`src/rtl/maj_pkg.sv`:
```
package maj_pkg;

  // Registered result of one completed window
  typedef struct packed {
    logic vote;
    logic mixed;
  } verdict_t;

  // True when a count of high samples means every sample agreed
  function automatic logic all_agree(input int unsigned ones, input int unsigned len);
    return (ones == 0) || (ones == len);
  endfunction

endpackage

```
`src/rtl/maj_win_cnt.sv`:
```
// Counts enabled edges inside a window and flags the closing sample.
module maj_win_cnt #(
  parameter int WIN_LEN = 6
) (
  input  logic clk,
  input  logic rst_n,
  input  logic en,
  output logic last_o
);
  localparam int CNT_W = (WIN_LEN > 2) ? $clog2(WIN_LEN) : 1;
  localparam logic [CNT_W-1:0] LAST_IDX = CNT_W'(WIN_LEN - 1);

  logic [CNT_W-1:0] cnt_q;
  logic [CNT_W-1:0] cnt_d;

  assign last_o = (cnt_q == LAST_IDX);

  always_comb begin
    cnt_d = cnt_q;
    if (en) begin
      if (last_o) cnt_d = '0;
      else        cnt_d = cnt_q + CNT_W'(1);
    end
  end

  always_ff @(posedge clk or negedge rst_n) begin
    if (!rst_n)  cnt_q <= '0;
    else if (en) cnt_q <= cnt_d;
  end
endmodule

```
`src/rtl/maj_ones_acc.sv`:
```
// Accumulates high samples; exposes the running count plus the current sample.
module maj_ones_acc #(
  parameter int WIN_LEN = 6
) (
  input  logic                               clk,
  input  logic                               rst_n,
  input  logic                               en,
  input  logic                               din,
  input  logic                               last,
  output logic [$clog2(WIN_LEN+1)-1:0]       nsum_o
);
  localparam int SUM_W = $clog2(WIN_LEN + 1);

  logic [SUM_W-1:0] acc_q;
  logic [SUM_W-1:0] acc_d;

  // Combinational next sum: the closing sample is included here
  assign nsum_o = acc_q + SUM_W'(din);

  always_comb begin
    acc_d = acc_q;
    if (en) acc_d = last ? '0 : nsum_o;
  end

  always_ff @(posedge clk or negedge rst_n) begin
    if (!rst_n)  acc_q <= '0;
    else if (en) acc_q <= acc_d;
  end
endmodule

```
`src/rtl/maj_decide.sv`:
```
// Turns the closing sum into the registered bit, error flag and strobe.
module maj_decide #(
  parameter int WIN_LEN = 6,
  parameter int THRESH  = 4
) (
  input  logic                         clk,
  input  logic                         rst_n,
  input  logic                         en,
  input  logic                         last,
  input  logic [$clog2(WIN_LEN+1)-1:0] nsum,
  output logic                         bit_o,
  output logic                         err_o,
  output logic                         rdy_o
);
  import maj_pkg::*;

  localparam int SUM_W = $clog2(WIN_LEN + 1);
  localparam logic [SUM_W-1:0] THR_V = SUM_W'(THRESH);

  verdict_t vd_q;
  verdict_t vd_d;
  logic     rdy_q;
  logic     rdy_d;
  logic     close_w;

  assign close_w = en && last;

  always_comb begin
    vd_d  = vd_q;
    rdy_d = 1'b0;
    if (close_w) begin
      vd_d.vote  = (nsum >= THR_V);
      vd_d.mixed = !all_agree(int'(nsum), WIN_LEN);
      rdy_d      = 1'b1;
    end
  end

  always_ff @(posedge clk or negedge rst_n) begin
    if (!rst_n) begin
      vd_q  <= '0;
      rdy_q <= 1'b0;
    end else begin
      rdy_q <= rdy_d;
      if (close_w) vd_q <= vd_d;
    end
  end

  assign bit_o = vd_q.vote;
  assign err_o = vd_q.mixed;
  assign rdy_o = rdy_q;
endmodule

```
`src/rtl/maj_bit_sampler.sv`:
```
module maj_bit_sampler #(
  parameter int WIN_LEN = 6,
  parameter int THRESH  = 4
) (
  input  logic clk,
  input  logic rst_n,
  input  logic en,
  input  logic din,
  output logic bit_o,
  output logic err_o,
  output logic rdy_o
);
  localparam int SUM_W = $clog2(WIN_LEN + 1);

  logic             last_w;
  logic [SUM_W-1:0] nsum_w;

  maj_win_cnt #(.WIN_LEN(WIN_LEN)) u_cnt (
    .clk   (clk),
    .rst_n (rst_n),
    .en    (en),
    .last_o(last_w)
  );

  maj_ones_acc #(.WIN_LEN(WIN_LEN)) u_acc (
    .clk   (clk),
    .rst_n (rst_n),
    .en    (en),
    .din   (din),
    .last  (last_w),
    .nsum_o(nsum_w)
  );

  maj_decide #(.WIN_LEN(WIN_LEN), .THRESH(THRESH)) u_dec (
    .clk   (clk),
    .rst_n (rst_n),
    .en    (en),
    .last  (last_w),
    .nsum  (nsum_w),
    .bit_o (bit_o),
    .err_o (err_o),
    .rdy_o (rdy_o)
  );
endmodule

```
`config.mk`:
```
export PLATFORM = sky130hd
export DESIGN_NAME = maj_bit_sampler
export DESIGN_NICKNAME = d
export VERILOG_FILES = /design/src/rtl/maj_pkg.sv /design/src/rtl/maj_win_cnt.sv /design/src/rtl/maj_ones_acc.sv /design/src/rtl/maj_decide.sv /design/src/rtl/maj_bit_sampler.sv
export SDC_FILE = /design/constraint.sdc
export NUM_CORES = 1
export LEC_CHECK = 0
export CORE_AREA = 8 8 45 47
export CTS_BUF_LIST = sky130_fd_sc_hd__clkbuf_8 sky130_fd_sc_hd__clkbuf_16
export DETAILED_ROUTE_END_ITERATION = 8
export DIE_AREA = 0 0 53 55
export HOLD_SLACK_MARGIN = 0.02
export PLACE_DENSITY = 0.57
export SLEW_MARGIN = 30
export SYNTH_ARGS = -nofsm -noshare
export SYNTH_HDL_FRONTEND = slang
export SYNTH_SLANG_ARGS = --single-unit
export TNS_END_PERCENT = 30
```
`constraint.sdc`:
```
create_clock -name clk -period 2.44 [get_ports clk]
set_clock_uncertainty 0.05 [all_clocks]
set_input_delay 0.488 -clock clk [delete_from_list [all_inputs] [get_ports clk]]
set_output_delay 0.488 -clock clk [all_outputs]
set_load 0.01 [all_outputs]
```
Word-level counts from Yosys, hierarchy flattened
Index checks and enable logic that the tools add are counted.
{"block": "word_totals", "ff_bits": 9, "input_bits": 4, "output_inout_bits": 3, "word_cells": 17}
{"block": "op_classes", "n_addsub": 2, "n_lt_le_gt_ge": 1, "n_eq_ne": 2, "n_mux": 3, "n_reduce_logical": 4}
{"op": "3-bit equality test (second input constant)", "n": 2}
{"op": "3-bit two-way mux", "n": 2}
{"op": "3-bit by 1-bit adder with 3-bit output", "n": 1}
{"op": "3-bit by 1-bit adder with 3-bit output (second input constant)", "n": 1}
{"op": "3-bit greater-or-equal comparator (second input constant)", "n": 1}
{"op": "3-bit zero test", "n": 1}
{"op": "1-bit logical AND", "n": 1}
{"op": "1-bit zero test", "n": 1}
{"op": "1-bit logical OR", "n": 1}
{"op": "1-bit two-way mux", "n": 1}

Logic depth before layout (Yosys ltp)
Gate-level depths: netlist of run 1.
{"block": "logic_depth", "depth_word": 4, "ltp_mapped": 5}

Hierarchy
A second synthesis of run 1 with hierarchy kept.
{"block": "unflattened", "hier_cells": 35, "area_unflattened_um2": 435.4}
{"module": "maj_ones_acc", "n_inst": 1, "cells_each": 16, "area_each_um2": 172.7, "seq_area_each_um2": 75.1}
{"module": "maj_win_cnt", "n_inst": 1, "cells_each": 10, "area_each_um2": 140.1, "seq_area_each_um2": 75.1}
{"module": "maj_decide", "n_inst": 1, "cells_each": 9, "area_each_um2": 122.6, "seq_area_each_um2": 75.1}

Worst setup path before layout of run 1
OpenSTA, ideal clock, no wires.
{"block": "synth_timing", "kind": "input-to-reg", "from": "input port din", "to": "register u_dec.vd_q, in the netlist u_dec.err_o", "arrival_ps": 1345, "setup_slack_ps": 924, "cell_stages": 5, "n_path_buf": 0, "cell_sequence": "ha_1 ha_1 xnor2_1 xor2_1 a2bb2oi_2"}
{"block": "synth_between", "elab_chain_cells": 4, "elab_cells_between_ends": 5, "cone_classes": "1 x add/sub; 1 x eq/ne; 3 x reduce/logical"}
{"item": "start, declared", "line_no": "maj_bit_sampler.sv:8", "rtl": "input logic din,"}
{"item": "3-bit by 1-bit adder with 3-bit output *", "line_no": "maj_ones_acc.sv:18", "rtl": "assign nsum_o = acc_q + SUM_W'(din);"}
{"item": "3-bit equality test or 3-bit zero test (tied branches)", "line_no": "maj_pkg.sv:11", "rtl": "return (ones == 0) || (ones == len);"}
{"item": "1-bit logical OR *", "line_no": "maj_pkg.sv:11"}
{"item": "1-bit zero test *", "line_no": "maj_decide.sv:33", "rtl": "vd_d.mixed = !all_agree(int'(nsum), WIN_LEN);"}
{"item": "end signal, assigned", "line_no": "maj_decide.sv:44", "rtl": "if (close_w) vd_q <= vd_d;"}
{"item": "end, declared", "line_no": "maj_decide.sv:20", "rtl": "verdict_t vd_q;"}
Mark *: on every way between the ends. The rest lies on a longest branch, timed or not.
A chain may end at the register's enable or synchronous reset.

Worst setup path in the final report of run 1
Same ends and word-level chain as after synthesis.

==> results of run 1 <==
[report_power, final]
group	switching (W)	internal, W
logic	0.0000951	0.000111
registers	0.0000548	0.000212
clock network	0.0000586	0.000110
[metal layers]
| metal | vias to the layer above | track usage (%) | part of all wire (%) | wire, um |
|---|---|---|---|---|
| li1 | 149 | - | - | - |
| met1 | 142 | 7.01 | 42 | 340 |
| met2 | 10 | 9.57 | 43 | 345 |
| met3 | 4 | 2.94 | 9.4 | 76 |
| met4 | 0 | 10.3 | 5.9 | 48 |
| met5 | - | 0 | 0 | 0 |
[cell usage after synthesis (all sizes together)]
cell,count
a21o,1
a2bb2oi,1
and3b,1
buf,1
dfrtp,9
ha,2
inv,4
nand2,7
nand4b,1
nor2,1
nor3,1
o21ai,4
o22ai,2
or2,1
xnor2,1
xor2,2
[cell type report]
| cell class | instances | area (sq um) | share of cell area (%) |
|---|---|---|---|
| Multi-Input combinational cell | 25 | 174 | 32.3 |
| Tap cell | 16 | 20.0 | 3.71 |
| Sequential cell | 9 | 225 | 41.8 |
| Timing Repair Buffer | 6 | 60.1 | 11.1 |
| Clock inverter | 1 | 3.75 | 0.696 |
| Inverter | 4 | 15.0 | 2.78 |
| Clock buffer | 3 | 41.3 | 7.66 |
[final timing paths]
path,slack (ns),startpoint,to
max in group asynchronous,1.54,rst_n,u_cnt.cnt_q[2]$_DFFE_PN0P_
min reg2reg,0.44,u_dec.bit_o$_DFFE_PN0P_,u_dec.bit_o$_DFFE_PN0P_
max,0.68,din,u_dec.err_o$_DFFE_PN0P_
max reg2reg,0.97,u_acc.acc_q[0]$_DFFE_PN0P_,u_dec.err_o$_DFFE_PN0P_
min,0.44,u_dec.bit_o$_DFFE_PN0P_,u_dec.bit_o$_DFFE_PN0P_
min in group asynchronous,0.50,rst_n,u_acc.acc_q[0]$_DFFE_PN0P_
[logic make-up after synthesis]
logic type      share of synthesized area [%]
simple gates                             15.9
flops                                    52.9
compound gates                           12.9
buf+inv                                  6.18
xor+xnor                                 6.18
fa+ha+maj                                5.88
[cells in the final DEF, fill, tap and decap left out]
cell             n
nor3_2           1
nand2_1          6
or2_1            1
inv_1            4
o22ai_1          2
nor2_1           1
nand4b_1         1
xnor2_1          1
clkbuf_8         3
and3b_2          1
dfrtp_1          9
a21o_1           1
a2bb2oi_2        1
o21ai_1          4
nand2_2          1
ha_1             2
clkdlybuf4s50_1  6
inv_2            1
xor2_1           2
[worst max-delay path: cells and delay by family]
family | cells | cell delay (ns)
AO/OA/AOI/OAI | 1 | 0.08
XOR/XNOR | 2 | 0.44
adder cells (fa/ha/maj) | 2 | 0.42
buffers and inverters | 1 | 0.40
[per-stage QoR]
stage          instance area [sq um]  instances
2_1_floorplan                    425         39
3_3_place_gp                     494         60
3_5_place_dp                     494         60
4_1_cts                          539         64
5_1_grt                          539         64
6_report                         539         64
[flip-flops by register name (all words and copies together), names as in the netlist]
signal and flops:
u_dec.rdy_o 1, u_dec.bit_o 1, u_cnt.cnt_q 3, u_dec.err_o 1, u_acc.acc_q 3
==> results summary, run 1 <==
Across all hold checks on the routed design, the worst slack comes to 0.437 ns. The overall die height is 55 um. The root buffer cell is clkbuf_8. The area growth from synthesis to layout is 26.8%. The share of synthesized area occupied by flip-flops and latches came out at 52.9%. The maximum level of the CTS H-tree is 1. 0 antenna diodes ended up in the layout. The cell that appears most often on the critical path is ha_1. The maximum count of clock buffers along a single path is 2. Setup repair after global routing left no endpoint under its margin. The via density per instance came out at 4.77. The first global-routing pass estimated 1330 um of wire. The critical path in this run is classified as in2reg. The smallest clock period supported by the final layout is computed as 1.76 ns. The initialized floorplan defines 14 standard-cell rows. The number of different library cells used by synthesis comes to 18. Headroom to the max-slew limit came out at 72.6%. Detailed placement finished with a half-perimeter wire length of 588 um. The horizontal die dimension came out at 53 um. The largest total area in the synthesized netlist belongs to dfrtp_1. Buffers inserted to repair hold after CTS numbered 0. The fill cell total of the finished layout came out at 153. The worst slack at placement came out at 0.428 ns. The detailed router finished its first iteration with 0 violations. The warning count from the yosys run came out at 0. The leakage component of the power is 0.259 nW. In the post-synthesis netlist, the biggest area contributors are dfrtp_1 (53%), ha_1 (5.9%), nand2_1 (5.3%). The total setup violations reported at the end of the flow came out at 0.

Each instance of the synthesized netlist takes up on average 10.9 sq um. The detailed-route wire length per cell came out at 12.7 um. Synthesis handed over a netlist of 39 instances. The count of buffers inserted at the top-level ports came out at 6. The worst setup path is captured at a flip-flop. The accumulated negative setup slack came out at 0 ns. The delay contributed by the slowest stage of the critical path is 0.40 ns.

The starting density of the core is 30.7%. Across every metal layer, demand over resource in global routing totals 7.11%. The worst path setup slack after routing is 0.679 ns. The detailed-routing iteration count for the pre-antenna-repair pass came out at 1.

The area fraction of the dominant cell type after synthesis is 52.9%. The number of max-cap violations came out at 0. The depth of the worst register-to-register path came out at 5. The utilization after layout is 39.0%. The power density over cell area is 1190 mW/mm^2.

At the pin with the least slew margin, the transition time is 0.410 ns. The total DRC errors in the routed layout came out at 0. In this run the standard cell core region covers 0.00138 sq mm. The post-synthesis net count came out at 45. The number of nets in the final layout is 55. Of the cells placed in the final design, the portion with a size suffix greater than 1 is 16.7%.

At the later pin of the worst-skew pair, clock insertion delay measures 0.23 ns. The flow ran to the end, and the final reports show no timing, DRC or antenna violations. The kind of path behind the tightest hold check is reg2reg.

VDD sags by at most 0.000415 V. Clock tree synthesis inserted a total of 3 buffers. Walking the worst path, the cells encountered are clkdlybuf4s50_1 -> ha_1 -> ha_1 -> xnor2_1 -> xor2_1 -> a2bb2oi_2. The number of antenna violations at the first check in global routing is 0. The number of ports placed on the die boundary came out at 7. Once the clock tree was built, the resizer swapped 0 gates to a different size. The total clock sinks came out at 9. The via count of the first global-routing pass came to 306. The number of instances on the worst hold path came out at 2. The sum of routed wire length over all layers is 811 um.

After clock tree synthesis, the setup repair step added 0 buffers. TritonCTS built the clock tree. The category of the worst setup path launch point is an input port. The final-report max-slew violation count came to 0. Entering global routing, the biggest net connects 10 pins. The floorplan step defined a die boundary enclosing 0.00292 sq mm. The post-synthesis cell area came out at 425 sq um. The required time at the worst-slack endpoint is 2.50 ns. The overflow left after global routing is 0.

The timing-limited maximum frequency came out at 568 MHz. The remaining number of nets flagged by the antenna check after routing is 0. The worst endpoint data arrival time came out at 1.82 ns. The clock input transition at the sequential cells of the worst setup and hold paths is 0.04 ns.

The slowest stage of the critical path belongs to the cell clkdlybuf4s50_1. The final period utilization is 72.2%. At the end of routability-driven placement, the weighted congestion stood at 0.672.

The largest fanout on the critical path is 3. The post-route total power came out at 0.000641 W. Detailed routing inserted a total of 305 vias. The number of hold violations in the final report is 0. The flip-flop and latch count after synthesis is 9.
(Power assumes the default switching activity.)
==> run 2, diff against run 1 <==
--- a/config.mk
+++ b/config.mk
@@ -10,7 +10,7 @@
 export DETAILED_ROUTE_END_ITERATION = 8
 export DIE_AREA = 0 0 53 55
 export HOLD_SLACK_MARGIN = 0.02
-export PLACE_DENSITY = 0.57
+export PLACE_DENSITY = 0.59
 export SLEW_MARGIN = 30
 export SYNTH_ARGS = -nofsm -noshare
 export SYNTH_HDL_FRONTEND = slang
==> constraint.sdc (replaced) <==
create_clock -name clk -period 1.6 [get_ports clk]
set_clock_uncertainty 0.05 [all_clocks]
set_input_delay 0.32 -clock clk [delete_from_list [all_inputs] [get_ports clk]]
set_output_delay 0.32 -clock clk [all_outputs]
set_load 0.01 [all_outputs]
==> results summary, run 2 (synthesis gave the netlist of run 1 again) <==
The run finished with clean final reports. The detailed-route wire length per cell came out at 11.6 um. The final period utilization came out at 96.2%. For this run, global-route usage on met3 was measured as 3.74%. The detailed router finished its first iteration with 6 violations. Tracing the worst setup path back leads to its startpoint at din. Once the floorplan was initialized, standard cells occupied 30.7% of the core. The headroom to the max-slew limit is 73.5%. The fraction of final layout cells sized beyond drive strength 1 is 25.5%. The endpoint of the most critical register-to-register path is u_dec.err_o$_DFFE_PN0P_. The delay contributed by the slowest stage of the critical path is 0.40 ns. The number of cells upsized or downsized after cts is 0.

The largest individual stage delay along the critical path comes from the cell clkdlybuf4s50_1. The detail route stage leaves a number of antenna-violating nets equal to 0. The floorplan step defined a die boundary enclosing 0.00292 sq mm.

The largest fanout on the critical path came out at 2. The clock input transition at the sequential cells of the worst setup and hold paths came out at 0.05 ns. The via count of the first global-routing pass came out at 343. The final-report max-slew violation count is 0.

The area growth from synthesis to layout came out at 34.1%. The power density over cell area is 1810 mW/mm^2. Counting cells, the worst reg-to-reg path comes to 5. TritonCTS built the clock tree.

The floorplan row count came out at 14. CTS built an H-tree with a depth of 1. The overflow left after global routing is 0. The core box area is 0.00138 sq mm. The worst-skew pair later-pin latency came out at 0.23 ns.

The maximum count of clock buffers along a single path is 2. Entering global routing, the biggest net connects 10 pins. The type of destination of the critical path is a flip-flop. The worst register-to-register path has a setup slack of 0.19 ns. The number of hold violations in the final report is 0. Dividing the detail-routed via count by the number of cells gives 4.79. The number of ports placed on the die boundary is 7. The number of CTS-inserted buffers is 3. Among the stages of the critical path, the cell type that occurs most often is ha_1. In this run the post-CTS setup repair buffer count came out at 0. The required time at the worst-slack endpoint came out at 1.67 ns. The utilization after layout is 41.2%. Data arrives at the worst endpoint at 1.61 ns. Traced cell by cell, the critical path runs through clkdlybuf4s50_1 -> ha_1 -> ha_1 -> xnor2_2 -> xor2_1 -> a2bb2oi_2.

The number of antenna violations at the first check in global routing is 0. The first-pass GRT wire length came out at 1400 um. The number of buffers inserted for hold repair after clock tree synthesis is 0.

The met1 demand-to-capacity share in global routing is 7.32%. The min-delay analysis places its worst path in the category in2async. The category of the worst setup path launch point is an input port. The root buffer cell is clkbuf_8. The total DRC errors in the routed layout is 0. The overall die height came out at 55 um.

The total setup violations reported at the end of the flow is 0. The count of antenna diodes in the layout is 0. The worst hold margin is 0.329 ns.

Routability-driven placement finished with a final weighted congestion of 0.693. The sum of routed wire length over all layers came out at 778 um. The maximum resistive drop on vdd is 0.000575 V.

Leaving out fill and tap cells, the most frequent cells in the layout are dfrtp_1 (9), nand2_1 (6), clkdlybuf4s50_1 (6). The total clock sinks is 9. The number of nets in the final layout is 58. After global routing, the most crowded layer is met2.

The actual slew at the worst max-slew pin came out at 0.397 ns. The startpoint identified for the worst register-to-register timing path is u_acc.acc_q[0]$_DFFE_PN0P_. The detailed-routing iteration count for the pre-antenna-repair pass came out at 4. The library cell used most frequently in the layout, excluding fill and tap cells, is dfrtp_1.

The leakage component of the power is 0.274 nW. After legalization and detailed placement, the total HPWL measured 582 um. The design draws 0.00103 W. Counting I/O delays and the setup requirement, the final critical path takes 1.54 ns. From left edge to right edge, the die measures 53 um.

Global routing used 6.73% of the available tracks across all layers. In the final layout, the registers with the most flip-flops are u_acc.acc_q: 3 flops, u_cnt.cnt_q: 3 flops. The via total after detailed routing came out at 321.

The setup path with the least slack is of type in2reg. The tool flagged a number of max-cap violations equal to 0. The met2 demand-to-capacity share in global routing is 9.57%. The count of buffers inserted at the top-level ports is 6. The timing-limited maximum frequency is 650 MHz. Setup repair after global routing left no endpoint under its margin.
==> run 2: cell count changes in the layout (fill, tap and decap cells not counted), sizes merged <==
cell	before	now
inv	5	4
clkinv	0	1
buf	0	3
==> run 2: final cells by class <==
| type | count | area (sq um) |
|---|---|---|
| fill | 149 | 813 |
| sequential | 9 | 225 |
| multi-input combinational | 25 | 181 |
| timing repair buffer | 9 | 82.6 |
| clock buffer | 3 | 41.3 |
| tap | 16 | 20.0 |
| inverter | 4 | 15.0 |
| clock inverter | 1 | 5.00 |
==> run 2: worst max-delay path by stage <==
| stage | endpoint | slack [ns] | cells past startpoint |
|---|---|---|---|
| after floorplan | u_dec.err_o$_DFFE_PN0P_ | 0.22 | 5 |
| after global placement | u_dec.err_o$_DFFE_PN0P_ | -0.24 | 6 |
| after detailed placement | u_dec.err_o$_DFFE_PN0P_ | -0.23 | 6 |
| after CTS | u_dec.err_o$_DFFE_PN0P_ | 0.01 | 6 |
| after global routing | u_dec.err_o$_DFFE_PN0P_ | 0.007 | 6 |
| final | u_dec.err_o$_DFFE_PN0P_ | 0.06 | 6 |
==> run 2: critical path: cells and delay by family <==
family                   cells  cell delay [ns]
buffers and inverters        1             0.40
XOR/XNOR                     2             0.38
AO/OA/AOI/OAI                1             0.08
adder cells (fa/ha/maj)      2             0.42
==> run 2: metal layers <==
metal / up-vias / part of all wire (%) / wire, um
li1: 153 / - / -
met1: 154 / 44 / 343
met2: 10 / 44 / 341
met3: 4 / 8.7 / 68
met4: 0 / 3.1 / 24
met5: - / 0 / 0
==> run 2: where the power goes <==
group | leakage, nW | switching [W] | internal (W) | total [W]
Sequential | 0.113 | 0.0000857 | 0.000323 | 0.000409
Clock | 0.0255 | 0.0000937 | 0.000170 | 0.000264
Combinational | 0.136 | 0.000157 | 0.000203 | 0.000360
Total | 0.274 | 0.000336 | 0.000696 | 0.00103
==> run 2: metrics by stage <==
stage | setup TNS [ns] | worst slack, ns | instances | area, sq um
after CTS | 0 | 0.0108 | 67 | 563
after global routing | 0 | 0.00735 | 67 | 571
after detailed placement | -0.468 | -0.234 | 63 | 517
final | 0 | 0.0609 | 67 | 571
after global placement | -0.483 | -0.236 | 63 | 517
after floorplan | 0 | 0.218 | 39 | 425
